===== config.mk =====
export PLATFORM = sky130hd
export DESIGN_NAME = cfg_port_bridge
export DESIGN_NICKNAME = d
export VERILOG_FILES = /design/src/rtl/cfgb_pkg.sv /design/src/rtl/cfgb_sel_reg.sv /design/src/rtl/cfgb_lane.sv /design/src/rtl/cfgb_seq.sv /design/src/rtl/cfg_port_bridge.sv
export SDC_FILE = /design/constraint.sdc
export NUM_CORES = 1
export LEC_CHECK = 0
export CAP_MARGIN = 25
export CORE_MARGIN = 1.5
export CORE_UTILIZATION = 41
export DETAILED_ROUTE_END_ITERATION = 6
export PLACE_DENSITY = 0.85
export SLEW_MARGIN = 15
export SYNTH_ARGS = -nofsm -noshare
export SYNTH_HDL_FRONTEND = slang
export SYNTH_HIERARCHICAL = 1
export SYNTH_SLANG_ARGS = --single-unit

===== constraint.sdc =====
create_clock -name clk -period 2.42 [get_ports clk]
set_input_delay 0.484 -clock clk [delete_from_list [all_inputs] [get_ports clk]]
set_output_delay 0.484 -clock clk [all_outputs]
set_load 0.005 [all_outputs]

===== src/rtl/cfgb_pkg.sv =====
package cfgb_pkg;

  typedef enum logic [1:0] {
    SZ_BYTE = 2'd0,
    SZ_HALF = 2'd1,
    SZ_WORD = 2'd2,
    SZ_RSVD = 2'd3
  } acc_size_e;

  typedef enum logic [1:0] {
    ST_IDLE = 2'd0,
    ST_REQ  = 2'd1,
    ST_WAIT = 2'd2,
    ST_DONE = 2'd3
  } seq_state_e;

  typedef struct packed {
    logic       en;
    logic [7:0] bus;
    logic [4:0] dev;
    logic [2:0] fn;
    logic [5:0] regn;
  } cfg_sel_t;

  // Bits of the selector word that are kept; all others read as zero.
  localparam logic [31:0] SEL_KEEP_MASK = 32'h80FF_FFFC;

endpackage


===== src/rtl/cfgb_sel_reg.sv =====
module cfgb_sel_reg
  import cfgb_pkg::*;
#(
  parameter int DW = 32
) (
  input  logic          clk,
  input  logic          rst_n,
  input  logic          we,
  input  logic [DW-1:0] wdata,
  input  logic          busy,
  output logic          sel_en,
  output logic [DW-1:0] sel_word,
  output logic [31:0]   req_addr
);

  logic [31:0] q;
  cfg_sel_t    sel;

  always_ff @(posedge clk) begin
    if (!rst_n) q <= '0;
    else if (we) q <= wdata[31:0] & SEL_KEEP_MASK;
  end

  assign sel.en   = q[31];
  assign sel.bus  = q[23:16];
  assign sel.dev  = q[15:11];
  assign sel.fn   = q[10:8];
  assign sel.regn = q[7:2];

  logic [1:0] type_bits;
  assign type_bits = (sel.bus != 8'h00) ? 2'b01 : 2'b00;

  assign sel_en   = sel.en;
  assign sel_word = DW'(q);
  assign req_addr = {8'h00, sel.bus, sel.dev, sel.fn, sel.regn, type_bits};


  sel_frozen_chk: assert property (@(posedge clk) disable iff (!rst_n)
    busy |=> $stable(q));

endmodule


===== src/rtl/cfgb_lane.sv =====
module cfgb_lane
  import cfgb_pkg::*;
#(
  parameter int DW = 32
) (
  input  logic [$clog2(DW/8)-1:0] lane,
  input  logic [1:0]              size,
  input  logic [DW-1:0]           wdata,
  input  logic [DW-1:0]           rsp_data,
  output logic [DW/8-1:0]         be,
  output logic [DW-1:0]           req_wdata,
  output logic [DW-1:0]           host_data
);

  localparam int NL = DW / 8;
  localparam int LW = $clog2(NL);
  localparam int CW = LW + 1;

  logic [CW-1:0] nb;
  logic [CW-1:0] lane_x;
  logic [CW-1:0] lane_end;
  logic [DW-1:0] shifted;

  always_comb begin
    case (acc_size_e'(size))
      SZ_BYTE: nb = CW'(1);
      SZ_HALF: nb = CW'(2);
      default: nb = CW'(NL);
    endcase
  end

  assign lane_x    = {1'b0, lane};
  assign lane_end  = lane_x + nb;
  assign shifted   = rsp_data >> {lane, 3'b000};
  assign req_wdata = wdata << {lane, 3'b000};

  for (genvar i = 0; i < NL; i++) begin : g_lane
    assign be[i] = (CW'(i) >= lane_x) && (CW'(i) < lane_end);
    assign host_data[i*8 +: 8] = (CW'(i) < nb) ? shifted[i*8 +: 8] : 8'h00;
  end

endmodule


===== src/rtl/cfgb_seq.sv =====
module cfgb_seq
  import cfgb_pkg::*;
#(
  parameter int DW = 32
) (
  input  logic                    clk,
  input  logic                    rst_n,
  input  logic                    host_valid,
  input  logic                    host_write,
  input  logic [1:0]              host_size,
  input  logic [$clog2(DW/8)-1:0] host_lane,
  input  logic [DW-1:0]           host_wdata,
  input  logic                    hit_addr,
  input  logic                    hit_data,
  input  logic                    sel_en,
  input  logic [DW-1:0]           sel_word,
  input  logic                    req_ready,
  input  logic                    rsp_valid,
  input  logic [DW-1:0]           rsp_steered,
  output logic                    host_ready,
  output logic [DW-1:0]           host_rdata,
  output logic                    sel_we,
  output logic                    busy,
  output logic                    req_valid,
  output logic                    rsp_ready,
  output logic                    op_write,
  output logic [1:0]              op_size,
  output logic [$clog2(DW/8)-1:0] op_lane,
  output logic [DW-1:0]           op_wdata
);

  seq_state_e    state;
  logic [DW-1:0] rdata_q;

  always_ff @(posedge clk) begin
    if (!rst_n) begin
      state    <= ST_IDLE;
      rdata_q  <= '0;
      op_write <= 1'b0;
      op_size  <= '0;
      op_lane  <= '0;
      op_wdata <= '0;
    end else begin
      case (state)
        ST_IDLE: if (host_valid) begin
          op_write <= host_write;
          op_size  <= host_size;
          op_lane  <= host_lane;
          op_wdata <= host_wdata;
          if (hit_data && sel_en) begin
            state <= ST_REQ;
          end else begin
            state   <= ST_DONE;
            rdata_q <= (hit_addr && !host_write) ? sel_word : '1;
          end
        end
        ST_REQ:  if (req_ready) state <= ST_WAIT;
        ST_WAIT: if (rsp_valid) begin
          rdata_q <= op_write ? '1 : rsp_steered;
          state   <= ST_DONE;
        end
        default: state <= ST_IDLE;
      endcase
    end
  end

  assign sel_we     = (state == ST_IDLE) && host_valid && hit_addr && host_write &&
                      (acc_size_e'(host_size) == SZ_WORD);
  assign busy       = (state == ST_REQ) || (state == ST_WAIT);
  assign req_valid  = (state == ST_REQ);
  assign rsp_ready  = (state == ST_WAIT);
  assign host_ready = (state == ST_DONE);
  assign host_rdata = rdata_q;


  req_hold_chk: assert property (@(posedge clk) disable iff (!rst_n)
    (req_valid && !req_ready) |=> req_valid);


  ready_after_rsp_chk: assert property (@(posedge clk) disable iff (!rst_n)
    (rsp_ready && rsp_valid) |=> host_ready);


  no_req_disabled_chk: assert property (@(posedge clk) disable iff (!rst_n)
    (state == ST_IDLE && host_valid && !sel_en) |=> !req_valid);

endmodule


===== src/rtl/cfg_port_bridge.sv =====
module cfg_port_bridge
  import cfgb_pkg::*;
#(
  parameter int              DW        = 32,
  parameter int              IOW       = 16,
  parameter logic [IOW-1:0]  ADDR_PORT = 'h0CF8,
  parameter logic [IOW-1:0]  DATA_PORT = 'h0CFC
) (
  input  logic            clk,
  input  logic            rst_n,
  input  logic            host_valid,
  output logic            host_ready,
  input  logic            host_write,
  input  logic [IOW-1:0]  host_addr,
  input  logic [1:0]      host_size,
  input  logic [DW-1:0]   host_wdata,
  output logic [DW-1:0]   host_rdata,
  output logic            cfg_req_valid,
  input  logic            cfg_req_ready,
  output logic            cfg_req_write,
  output logic [31:0]     cfg_req_addr,
  output logic [DW/8-1:0] cfg_req_be,
  output logic [DW-1:0]   cfg_req_wdata,
  input  logic            cfg_rsp_valid,
  output logic            cfg_rsp_ready,
  input  logic [DW-1:0]   cfg_rsp_rdata
);

  localparam int LW = $clog2(DW / 8);

  logic          hit_addr, hit_data;
  logic          sel_we, sel_en, busy;
  logic [DW-1:0] sel_word;
  logic          op_write;
  logic [1:0]    op_size;
  logic [LW-1:0] op_lane;
  logic [DW-1:0] op_wdata;
  logic [DW-1:0] rsp_steered;

  assign hit_addr = host_addr[IOW-1:LW] == ADDR_PORT[IOW-1:LW];
  assign hit_data = host_addr[IOW-1:LW] == DATA_PORT[IOW-1:LW];

  cfgb_sel_reg #(.DW(DW)) u_sel (
    .clk      (clk),
    .rst_n    (rst_n),
    .we       (sel_we),
    .wdata    (host_wdata),
    .busy     (busy),
    .sel_en   (sel_en),
    .sel_word (sel_word),
    .req_addr (cfg_req_addr)
  );

  cfgb_seq #(.DW(DW)) u_seq (
    .clk         (clk),
    .rst_n       (rst_n),
    .host_valid  (host_valid),
    .host_write  (host_write),
    .host_size   (host_size),
    .host_lane   (host_addr[LW-1:0]),
    .host_wdata  (host_wdata),
    .hit_addr    (hit_addr),
    .hit_data    (hit_data),
    .sel_en      (sel_en),
    .sel_word    (sel_word),
    .req_ready   (cfg_req_ready),
    .rsp_valid   (cfg_rsp_valid),
    .rsp_steered (rsp_steered),
    .host_ready  (host_ready),
    .host_rdata  (host_rdata),
    .sel_we      (sel_we),
    .busy        (busy),
    .req_valid   (cfg_req_valid),
    .rsp_ready   (cfg_rsp_ready),
    .op_write    (op_write),
    .op_size     (op_size),
    .op_lane     (op_lane),
    .op_wdata    (op_wdata)
  );

  cfgb_lane #(.DW(DW)) u_lane (
    .lane      (op_lane),
    .size      (op_size),
    .wdata     (op_wdata),
    .rsp_data  (cfg_rsp_rdata),
    .be        (cfg_req_be),
    .req_wdata (cfg_req_wdata),
    .host_data (rsp_steered)
  );

  assign cfg_req_write = op_write;


  be_nonzero_chk: assert property (@(posedge clk) disable iff (!rst_n)
    cfg_req_valid |-> (cfg_req_be != '0));


  req_fields_stable_chk: assert property (@(posedge clk) disable iff (!rst_n)
    (cfg_req_valid && !cfg_req_ready) |=>
      ($stable(cfg_req_addr) && $stable(cfg_req_be) && $stable(cfg_req_wdata)));

endmodule


Yosys cells after proc, flatten, opt, wreduce, memory -nomap -nowiden
Cells that the tools add are included.
Widths: inputs -> output; s select.
{ "op_classes": {"add_sub_neg": 1, "magnitude_cmp": 12, "n_eq_ne": 11, "shift": 2, "mux": 17, "n_reduce_logical": 18} }
{ "ops": {"columns": ["op", "count"], "rows": [
  ["$mux 32", 5],
  ["$pmux 32 s2", 1],
  ["$mux 8", 4],
  ["$shl 32x5->32", 1],
  ["$shr 32x5->32", 1],
  ["$eq 14x10->1 const B", 2],
  ["$lt 1x3->1 const A", 4],
  ["$lt 2x3->1 const A", 4],
  ["$logic_and 1x1->1", 10],
  ["$mux 2", 4],
  ["$reduce_bool 8->1", 1],
  ["$eq 2x2->1 const B", 3],
  ["$ne 2x2->1 const B", 3],
  ["$pmux 2 s3", 1],
  ["$pmux 3 s2", 1],
  ["$eq 2x1->1 const B", 2],
  ["$ge 1x2->1 const A", 2],
  ["$ge 2x2->1 const A", 2],
  ["$logic_not 2->1", 2],
  ["$reduce_and 4->1", 1],
  ["$add 2x3->3", 1],
  ["$reduce_and 3->1", 1],
  ["$ne 2x1->1 const B", 1],
  ["$reduce_and 2->1", 1],
  ["3 further kinds", 3]
]} }
{ "word_totals": {"regBits": 94, "inputBits": 88, "output_inout_bits": 104, "elab_cells": 68} }

Depth between registers and ports, before layout
Gate-level depths: netlist (run 1).
{ "logic_depth": {"ltp_word": 7, "depth_mapped": 9, "depth_no_buf": 7} }

Modules after synthesis
Netlist (run 1), hierarchy kept.
{ "modules_own_cells": {"columns": ["module", "n_inst", "cells_each", "area_per_inst_um2", "seq_area_each_um2"], "rows": [
  ["cfgb_seq", 1, 337, 3001.6, 1421.4],
  ["cfgb_sel_reg", 1, 119, 1221.2, 460.4],
  ["cfgb_lane", 1, 185, 1207.4, 0.0],
  ["cfg_port_bridge", 1, 7, 50.0, 0.0]
]} }

Least setup slack after synthesis (run 1)
Ideal clock, no wire load.
{ "synth_path": {"kind": "in2reg", "from": "input port host_addr[13]", "to": "register u_seq.rdata_q[10] (netlist: u_seq/host_rdata[10])", "setup_time_ps": 124, "arrival_time_ps": 2200, "required_ps": 2296, "path_slack_ps": 96, "stages": 7, "n_path_buf": 2, "path_cell_list": "or4_1 -> nor4_1 -> or3b_1 -> clkbuf_1 -> buf_2 -> o221ai_1 -> mux2i_1"} }
{ "synth_between": {"elab_chain_cells": 6, "word_cells_on_any_way": 10, "cone_classes": "eq/ne: 3; mux: 4; reduce/logical: 3"} }
{ "synth_rtl": {"columns": ["item", "line_no", "source"], "rows": [
  ["start: declaration", "cfg_port_bridge.sv:14", "input logic [IOW-1:0] host_addr,"],
  ["$eq 14x10->1", "cfg_port_bridge.sv:40", "assign hit_addr = host_addr[IOW-1:LW] == ADDR_PORT[IOW-1:LW];"],
  ["named net hit_addr", "cfg_port_bridge.sv:31", "logic hit_addr, hit_data;"],
  ["$logic_and 1x1->1", "cfgb_seq.sv:54", "rdata_q <= (hit_addr && !host_write) ? sel_word : '1;"],
  ["$mux 32", "cfgb_seq.sv:54", null],
  ["$mux 32", "cfgb_seq.sv:50", "if (hit_data && sel_en) begin"],
  ["$mux 32", "cfgb_seq.sv:45", "ST_IDLE: if (host_valid) begin"],
  ["$pmux 32 s2", "cfgb_seq.sv:44", "case (state)"],
  ["end signal: assignment", "cfgb_seq.sv:54", null],
  ["end signal: assignment", "cfgb_seq.sv:59", "rdata_q <= op_write ? '1 : rsp_steered;"],
  ["end: declaration", "cfgb_seq.sv:33", "logic [DW-1:0] rdata_q;"]
]} }
The timed path passes the listed nets, and every way through them passes these cells. The select of a mux whose other input is x is not followed.
A chain may end at the register's enable or synchronous reset.

Worst setup path in the final report (run 1)
{ "layout_path": {"from": "input port host_addr[13]", "to": "register u_seq.rdata_q[6] (netlist: u_seq/host_rdata[6])"} }
The elaborated chain is that of the path after synthesis.

==> flow_summary.toml, run 1 <==
[place]
numPortBuffers = 182
globalplace.congestion = 0.8906
placed_area_um2 = 7194
dp_cells = 954
pre_cts_slack_ns = -0.4554
place_hpwl_um = 12170

[worst_hold_path]
whs_path_depth = 2
hold_path_class = "reg -> reg"

[synthesis]
synth_cell_type_count = 44
syn_area_um2 = 5480
synth-seq-area-share = 0.3434
yosysWarnings = 6
synth-seq-cells = 94
synth_cells = 648
syn_area_per_cell_um2 = 8.457

[pwr]
p_switching_mw = 2.494
power_frac_clock = 0.205
power.leakage_nw = 3.003
seqPwrFrac = 0.312
switching_share = 0.3509
p_int_mw = 4.614
power_density_nw_per_um2 = 919.1
fin_total_pwr_mw = 7.108
p_comb_frac = 0.483
ir_drop_mv = 0.5001

[grt]
grt_overflow = 0
grt_pass1_wl_um = 26540
antenna_found_initial = 1
grt_max_degree = 89
grt_pass1_vias = 4918
grt_use_total = 0.2412

[worst_setup_path]
cp_cell_sequence = "clkdlybuf4s50_1 -> or4_4 -> nor4_4 -> or3b_4 -> clkbuf_16 -> o221ai_1 -> mux2i_1"
reg2regPathDepth = 7
cp-start-kind = "input pin"
required_ns = 2.65
criticalPathCategory = "in -> reg"
cp.arrival_ns = 2.60
end_kind = "flip-flop"
cpPeakStageDelay_ns = 0.50
worstPathMaxFanout = 8
cpMaxStageDelayCell = "or3b_4"

[layout]
fin_area_um2 = 7734
instances_no_fill = 975
nFillCells = 1132
ff_latch_area_um2 = 1889
area_delta_synth_final_pct = 41.12
multi_input_area_um2 = 3104
fin_nets = 889
drive_gt1_frac = 0.09774
final_core_util = 0.5887

[floorplan]
die-height_um = 118.6
initial_core_util = 0.4171
die_area_um2 = 14070
io_pins = 192
fp-row-count = 42
chipWidth_um = 118.6
core_region_area_um2 = 13140

[job]
cap_violations = 0

[clocking]
clkTransAtPathRegs_ns = 0.07
hold_buffers = 0
clk_path_buf_depth = 2
clkSinkCount = 94
cts-htree-levels = 3
cts_tree = "built"
cts_root_buf = "clkbuf_16"
insertion_delay_ns = 0.35
cts_made_buffers = 9

[timing]
fin_worst_hold_slack_ns = 0.4500
drv_slew = 0
fin_ws_ns = 0.05147
fin_tns_setup_ns = 0
fin_crit_ns = 2.369
rsz0062_at_grt = "yes"
hold_viol = 0
fmax_mhz = 422.2
setup_viol = 0
period_share = 0.9787
fin_skew_ns = 0.008708

[routing]
drt_iter0_drc = 441
drt_wl_total_um = 17750
viasPerCell = 5.309
vias = 5176
ant_nets = 0
drc_errors = 0
dr.pass1.iters = 5
wl_per_cell_um = 18.21

[status]
status = "finished clean"
-- sequential cells by signal, summed over array words and instances (netlist names) --
name	cells
u_seq/host_rdata	32
u_seq/op_wdata	32
u_sel/sel_word	23
u_seq/op_lane	2
u_seq/op_size	2
u_seq/state	2
u_seq/op_write	1
-- layer usage --
metal	wire, um	up-vias	GRT usage
met5	0	-	0
li1	-	2493	-
met2	8740	200	0.4095
met4	522	0	0.1039
met3	1159	38	0.04199
met1	7331	2445	0.3003
-- layout by cell type (no fill, tap or decap), types with 12 or more instances in the layout --
cell type / synthesis / routed
clkbuf_16: 0 / 12
o221ai_1: 32 / 28
conb_1: 1 / 18
buf_4: 45 / 16
nor2b_1: 42 / 41
nor2_1: 20 / 17
clkdlybuf4s50_1: 0 / 170
mux2i_1: 79 / 78
a21oi_1: 64 / 64
nand2_1: 126 / 126
dfxtp_1: 94 / 90
a211oi_1: 16 / 16
-- path summary, 6_finish.rpt --
path         slack [ns]               start             endpoint
min reg2reg        0.45  u_seq/op_wdata[26]   u_seq/op_wdata[26]
max reg2reg        0.46    u_seq/op_lane[0]  u_seq/host_rdata[6]
max                0.05       host_addr[13]  u_seq/host_rdata[6]
min                0.45  u_seq/op_wdata[26]   u_seq/op_wdata[26]
-- cell type report --
class | instances | area share
Antenna cell | 1 | 0.0003236
Clock buffer | 11 | 0.03139
Clock inverter | 5 | 0.007604
Inverter | 7 | 0.003398
Multi-Input combinational cell | 471 | 0.4014
Sequential cell | 94 | 0.2443
Tap cell | 176 | 0.02847
Timing Repair Buffer | 210 | 0.2831
-- worst max-delay path: cells and delay by family --
family	cells	cell delay, ns
AND/OR/NAND/NOR	3	1.23
buffers and inverters	2	0.60
AO/OA/AOI/OAI	1	0.20
multiplexers	1	0.09
-- power groups by stage --
stage	sequential [mW]	clock, mW	combinational [mW]
floorplan	2.20	0	1.94
global placement	2.22	0	3.28
detailed placement	2.24	0	3.32
CTS	2.21	1.47	3.35
global route	2.26	1.53	3.68
finish	2.22	1.45	3.43
-- cell usage after synthesis, drive strengths merged --
master	number	area, um2
nand2	126	473.0
dfxtp	94	1882
mux2i	79	790.8
buf	71	565.5
a21oi	64	320.3
nor2b	42	262.8
o221ai	32	280.3
clkbuf	22	82.58
nor2	20	75.07
a211oi	16	120.1
and2	9	57.56
and3	8	50.05
mux2	8	90.09
nand3b	8	60.06
ha	7	87.58
o21ai	7	35.03
inv	6	22.52
nor4	4	25.02
nand2b	3	18.77
nand4b	2	17.52
or4	2	15.01
a211o	1	8.760
a21bo	1	10.01
a22oi	1	7.510
and2b	1	8.760
clkinv	1	3.750
conb	1	3.750
fa	1	20.02
nand4	1	6.260
nand4bb	1	11.26
o21bai	1	7.510
o22ai	1	6.260
o311ai	1	8.760
o31ai	1	7.510
o41ai	1	8.760
or2	1	6.260
or3	1	6.260
or3b	1	8.760
xor2	1	8.760
-- timing repair --
item / CTS / global route
pin swaps: 2 / 4
cloned: 0 / 4
resized for setup: 22 / 26
endpoints found under the setup margin: 63 / 35
setup buffers: 0 / 0
-- cells by family (layout without fill, tap and decap cells) --
kind of cell | Yosys count | count (layout) | synth area share
other | 1 | 19 | 0.0006843
buffers and inverters | 100 | 233 | 0.1231
AOI/OAI and AO/OA | 127 | 127 | 0.1498
muxes | 87 | 87 | 0.1607
and+or+nand+nor | 230 | 230 | 0.2011
xor gates and xnor gates | 1 | 1 | 0.001598
DFF | 94 | 94 | 0.3434
adders and majority gates | 8 | 8 | 0.01963
(Power assumes the default switching activity.)
==> run 2: changes to the inputs <==
--- a/config.mk
+++ b/config.mk
@@ -10,4 +10,5 @@
 export CORE_UTILIZATION = 41
 export DETAILED_ROUTE_END_ITERATION = 6
+export GPL_TIMING_DRIVEN = 1
 export PLACE_DENSITY = 0.85
 export SLEW_MARGIN = 15
==> constraint.sdc (replaced) <==
create_clock -name clk -period 2.42 [get_ports clk]
set_input_delay 0.484 -clock clk [delete_from_list [all_inputs] [get_ports clk]]
set_output_delay 0.484 -clock clk [all_outputs]
set_load 0.1 [all_outputs]
==> flow_summary.toml, run 2 (same netlist as run 1, synthesis figures left out) <==
[job]
cap_violations = 0

[worst_setup_path]
reg2regPathDepth = 5
cp.arrival_ns = 2.01
required_ns = 1.94
criticalPathCategory = "reg -> out"
worstPathMaxFanout = 3
cp_cell_sequence = "buf_4 -> nand2b_4 -> fa_2 -> xor2_4 -> a22oi_2 -> buf_12"
cpMaxStageDelayCell = "fa_2"
rrSetupSlack_ns = 0.51
end_kind = "output pin"
cpPeakStageDelay_ns = 0.40
r2r_end = "u_seq/state[1]"
cp-start-kind = "flip-flop"
reg2reg_from = "u_seq/state[0]"
cp-startpoint = "u_seq/op_size[1]"

[layout]
final_core_util = 0.6075
drive_gt1_frac = 0.2415
area_delta_synth_final_pct = 45.64
mostFrequentLayoutCell = "nand2_1"
instances_no_fill = 971
final_cell_mix = "nand2_1 (126), dfxtp_1 (90), clkdlybuf4s50_1 (82)"
n_antenna_cell = 0
fin_nets = 886

[pwr]
seqPwrFrac = 0.208
p_int_mw = 4.838
p_comb_frac = 0.667
power.leakage_nw = 3.193
switching_share = 0.5475
power_density_nw_per_um2 = 1340
p_switching_mw = 5.854
ir_drop_mv = 0.7794
power_frac_clock = 0.125

[grt]
grt_overflow = 0
grt_use_total = 0.2401
grt_pass1_vias = 4939
grt_max_degree = 78
antenna_found_initial = 0
grt_pass1_wl_um = 26740

[timing]
hold_viol = 0
fin_tns_setup_ns = -0.08155
drv_slew = 0
fin_skew_ns = 0.006919
fin_ws_ns = -0.07298
period_share = 1.030
fin_crit_ns = 2.493
setup_viol = 2
fmax_mhz = 401.1
rsz0062_at_grt = "yes"

[clocking]
clkTransAtPathRegs_ns = 0.06
cts_made_buffers = 9
cts_root_buf = "clkbuf_16"
insertion_delay_ns = 0.34
cts-htree-levels = 3
clkSinkCount = 94
clk_path_buf_depth = 2
cts_tree = "built"

[routing]
dr.pass1.iters = 5
drt_iter0_drc = 322
vias = 5169
wl_per_cell_um = 18.47
viasPerCell = 5.323
drc_errors = 0
drt_wl_total_um = 17940
ant_nets = 0

[worst_hold_path]
hold_path_class = "reg -> reg"
holdCritStartpoint = "u_seq/op_wdata[28]"
whs_path_depth = 2
min_to = "u_seq/op_wdata[28]"

[floorplan]
initial_core_util = 0.4171
fp-row-count = 42
chipWidth_um = 118.6
io_pins = 192
die-height_um = 118.6
core_region_area_um2 = 13140
die_area_um2 = 14070

[place]
numPortBuffers = 182
place_hpwl_um = 12530
dp_cells = 948
pre_cts_slack_ns = -0.4496
globalplace.congestion = 0.8585

[status]
status = "finished with violations"
violations = "setup timing"
==> run 2: worst max path at each step <==
stage                                 endpoint  slack [ns]  depth (start not counted)
after global placement    u_seq/host_rdata[19]       -0.38                          7
after CTS                        cfg_req_be[2]       -0.12                          7
final                            cfg_req_be[2]       -0.07                          6
after detailed placement   u_seq/host_rdata[6]       -0.45                          7
after global routing             cfg_req_be[2]       -0.14                          7
after floorplan                  cfg_req_be[2]       -0.32                          6
==> run 2: through the flow <==
stage	hold slack [ns]	instance area (um2)	power (mW)
floorplan	0.4318	5652	7.449
global placement	0.4384	7482	9.094
detailed placement	0.4429	7482	9.164
CTS	0.4513	7836	10.56
global route	0.4771	7981	11.08
finish	0.4507	7981	10.69
==> run 2: timing repair <==
| action | CTS | global route |
|---|---|---|
| buffers inserted | 3 | 1 |
| resized for setup | 12 | 13 |
| hold buffers | 0 | 0 |
| pin swaps | 4 | 5 |
| cloned | 0 | 3 |
| endpoints found under the setup margin | 37 | 35 |
==> run 2: layout make-up <==
class / count / area [um2]
Clock buffer: 11 / 242.7
Timing Repair Buffer: 207 / 2371
Sequential cell: 94 / 1889
Fill cell: 1097 / 5156
Tap cell: 176 / 220.2
Clock inverter: 5 / 33.78
Inverter: 7 / 31.28
Multi-Input combinational cell: 471 / 3193
==> run 2: power by group through the flow <==
stage	logic [mW]	registers [mW]	clock network, mW
6_report	7.13	2.23	1.34
5_1_grt	7.39	2.27	1.42
3_3_place_gp	6.84	2.25	0
3_5_place_dp	6.91	2.25	0
2_1_floorplan	3.33	4.12	0
4_1_cts	6.99	2.23	1.35
==> run 2: metal layers <==
layer / vias up / global-route usage / routed length, um
met5: - / 0 / 0
met4: 0 / 0.05648 / 336
met3: 28 / 0.05502 / 1398
met2: 204 / 0.4248 / 9027
met1: 2457 / 0.2953 / 7174
li1: 2480 / - / -
==> run 2: worst max-delay path, delay by kind of cell, from the launching register on <==
family                   cells  cell delay [ns]
adder cells (fa/ha/maj)      1             0.40
AND/OR/NAND/NOR              1             0.14
XOR/XNOR                     1             0.19
flip-flops                   1             0.33
buffers and inverters        2             0.35
AO/OA/AOI/OAI                1             0.25
==> run 3: changes to the inputs <==
- CORE_MARGIN: 1.5 -> 10
==> flow_summary.toml, run 3 (same netlist as run 1, synthesis figures left out) <==
[status]
status = "finished with violations"
violations = "setup timing"

[worst_hold_path]
holdCritStartpoint = "u_seq/op_wdata[26]"
whs_path_depth = 2
hold_path_class = "reg -> reg"

[clocking]
cts_made_buffers = 9
cts_tree = "built"
clkSinkCount = 94
clkTransAtPathRegs_ns = 0.06
clk_path_buf_depth = 2
cts-htree-levels = 3
insertion_delay_ns = 0.34
hold_buffers = 0
cts_root_buf = "clkbuf_16"

[timing]
rsz0062_at_grt = "yes"
fin_skew_ns = 0.006447
hold_viol = 0
fin_crit_ns = 2.445
fin_ws_ns = -0.02491
setup_viol = 2
fmax_mhz = 409.0
fin_worst_hold_slack_ns = 0.4499
period_share = 1.010
drv_slew = 0

[worst_setup_path]
cp-startpoint = "u_seq/op_size[1]"
end_kind = "output pin"
worstPathMaxFanout = 3
reg2regPathDepth = 7
required_ns = 1.94
rrSetupSlack_ns = 0.39
criticalPathCategory = "reg -> out"
cp.arrival_ns = 1.96
reg2reg_from = "u_seq/op_lane[0]"
cp-start-kind = "flip-flop"

[pwr]
fin_total_pwr_mw = 10.75
power.leakage_nw = 3.130
ir_drop_mv = 0.7858
power_density_nw_per_um2 = 1363

[routing]
ant_nets = 0
drt_iter0_drc = 371
drt_wl_total_um = 18980
drc_errors = 0
wl_per_cell_um = 19.59
vias = 5116
dr.pass1.iters = 5
viasPerCell = 5.280

[layout]
fin_area_um2 = 7889
mostFrequentLayoutCell = "nand2_1"
area_delta_synth_final_pct = 43.95
drive_gt1_frac = 0.2374
final_cell_mix = "nand2_1 (126), dfxtp_1 (90), clkdlybuf4s50_1 (86)"
final_core_util = 0.5981
fin_nets = 884

[job]
cap_violations = 0

[place]
placed_area_um2 = 7480
pre_cts_slack_ns = -0.4272
numPortBuffers = 182
place_hpwl_um = 14030
globalplace.congestion = 0.8763

[grt]
antenna_found_initial = 0
grt_pass1_vias = 5033
grt_overflow = 0
grt_use_total = 0.1980
grt_max_degree = 89
grt_pass1_wl_um = 28610

[floorplan]
fp-row-count = 42
die_area_um2 = 18390
chipWidth_um = 135.6
initial_core_util = 0.4155
core_region_area_um2 = 13190
io_pins = 192
die-height_um = 135.6
-- run 3: cell types whose count changed in the layout (fill, tap and decap cells not counted), moves of 2 or more --
cell	delta
buf_12	-2
dlymetal6s2s_1	-4
clkdlybuf4s50_1	+4
bufinv_16	+2
clkbuf_16	-3
buf_4	+2
-- run 3: repair_timing --
item,in CTS,in global routing
pin swaps,1,2
setup endpoints to repair,35,21
gates resized for setup,11,7
buffers inserted,2,0
endpoints found under the hold margin,0,0
-- run 3: power by group --
group | switching [mW] | total (mW) | internal (mW)
Clock | 0.614 | 1.51 | 0.900
Sequential | 0.251 | 2.20 | 1.95
Combinational | 4.96 | 7.04 | 2.08
-- run 3: layout make-up --
| class | instances | area (um2) |
|---|---|---|
| clock inverters | 6 | 86.33 |
| inverters | 7 | 31.28 |
| diodes | 1 | 2.502 |
| flip-flops and latches | 94 | 1889 |
| fillers | 1136 | 5301 |
| well taps | 176 | 220.2 |
| multi-input cells | 471 | 3162 |
| repair buffers | 205 | 2272 |
| clock buffers | 9 | 225.2 |
-- run 3: per-stage QoR --
stage          setup TNS (ns)  std cells
2_1_floorplan         -0.9984        665
3_3_place_gp           -17.31        951
3_5_place_dp           -18.89        951
4_1_cts               -0.1472        968
5_1_grt               -0.2599        968
6_report             -0.04229        969
-- run 3: worst max-delay path, cell delays in order, from the launching register on --
cell,delay [ns]
dfxtp_2,0.34
nor2_4,0.13
ha_4,0.14
inv_2,0.03
fa_2,0.42
nand2b_4,0.15
a22oi_2,0.19
buf_12,0.20
-- run 3: worst paths after layout --
check	end
hold / removal	u_seq/op_wdata[26]
hold reg to reg	u_seq/op_wdata[26]
setup reg to reg	u_seq/host_rdata[6]
setup / recovery	cfg_req_be[2]
-- run 3: metal layers --
metal | vias to the layer above | share of wire | GRT usage | wire length (um)
met5 | - | 0 | 0 | 0
met4 | 0 | 0.016 | 0.05801 | 298
li1 | 2471 | - | - | -
met1 | 2430 | 0.39 | 0.2255 | 7436
met2 | 196 | 0.50 | 0.3334 | 9508
met3 | 19 | 0.092 | 0.07901 | 1738
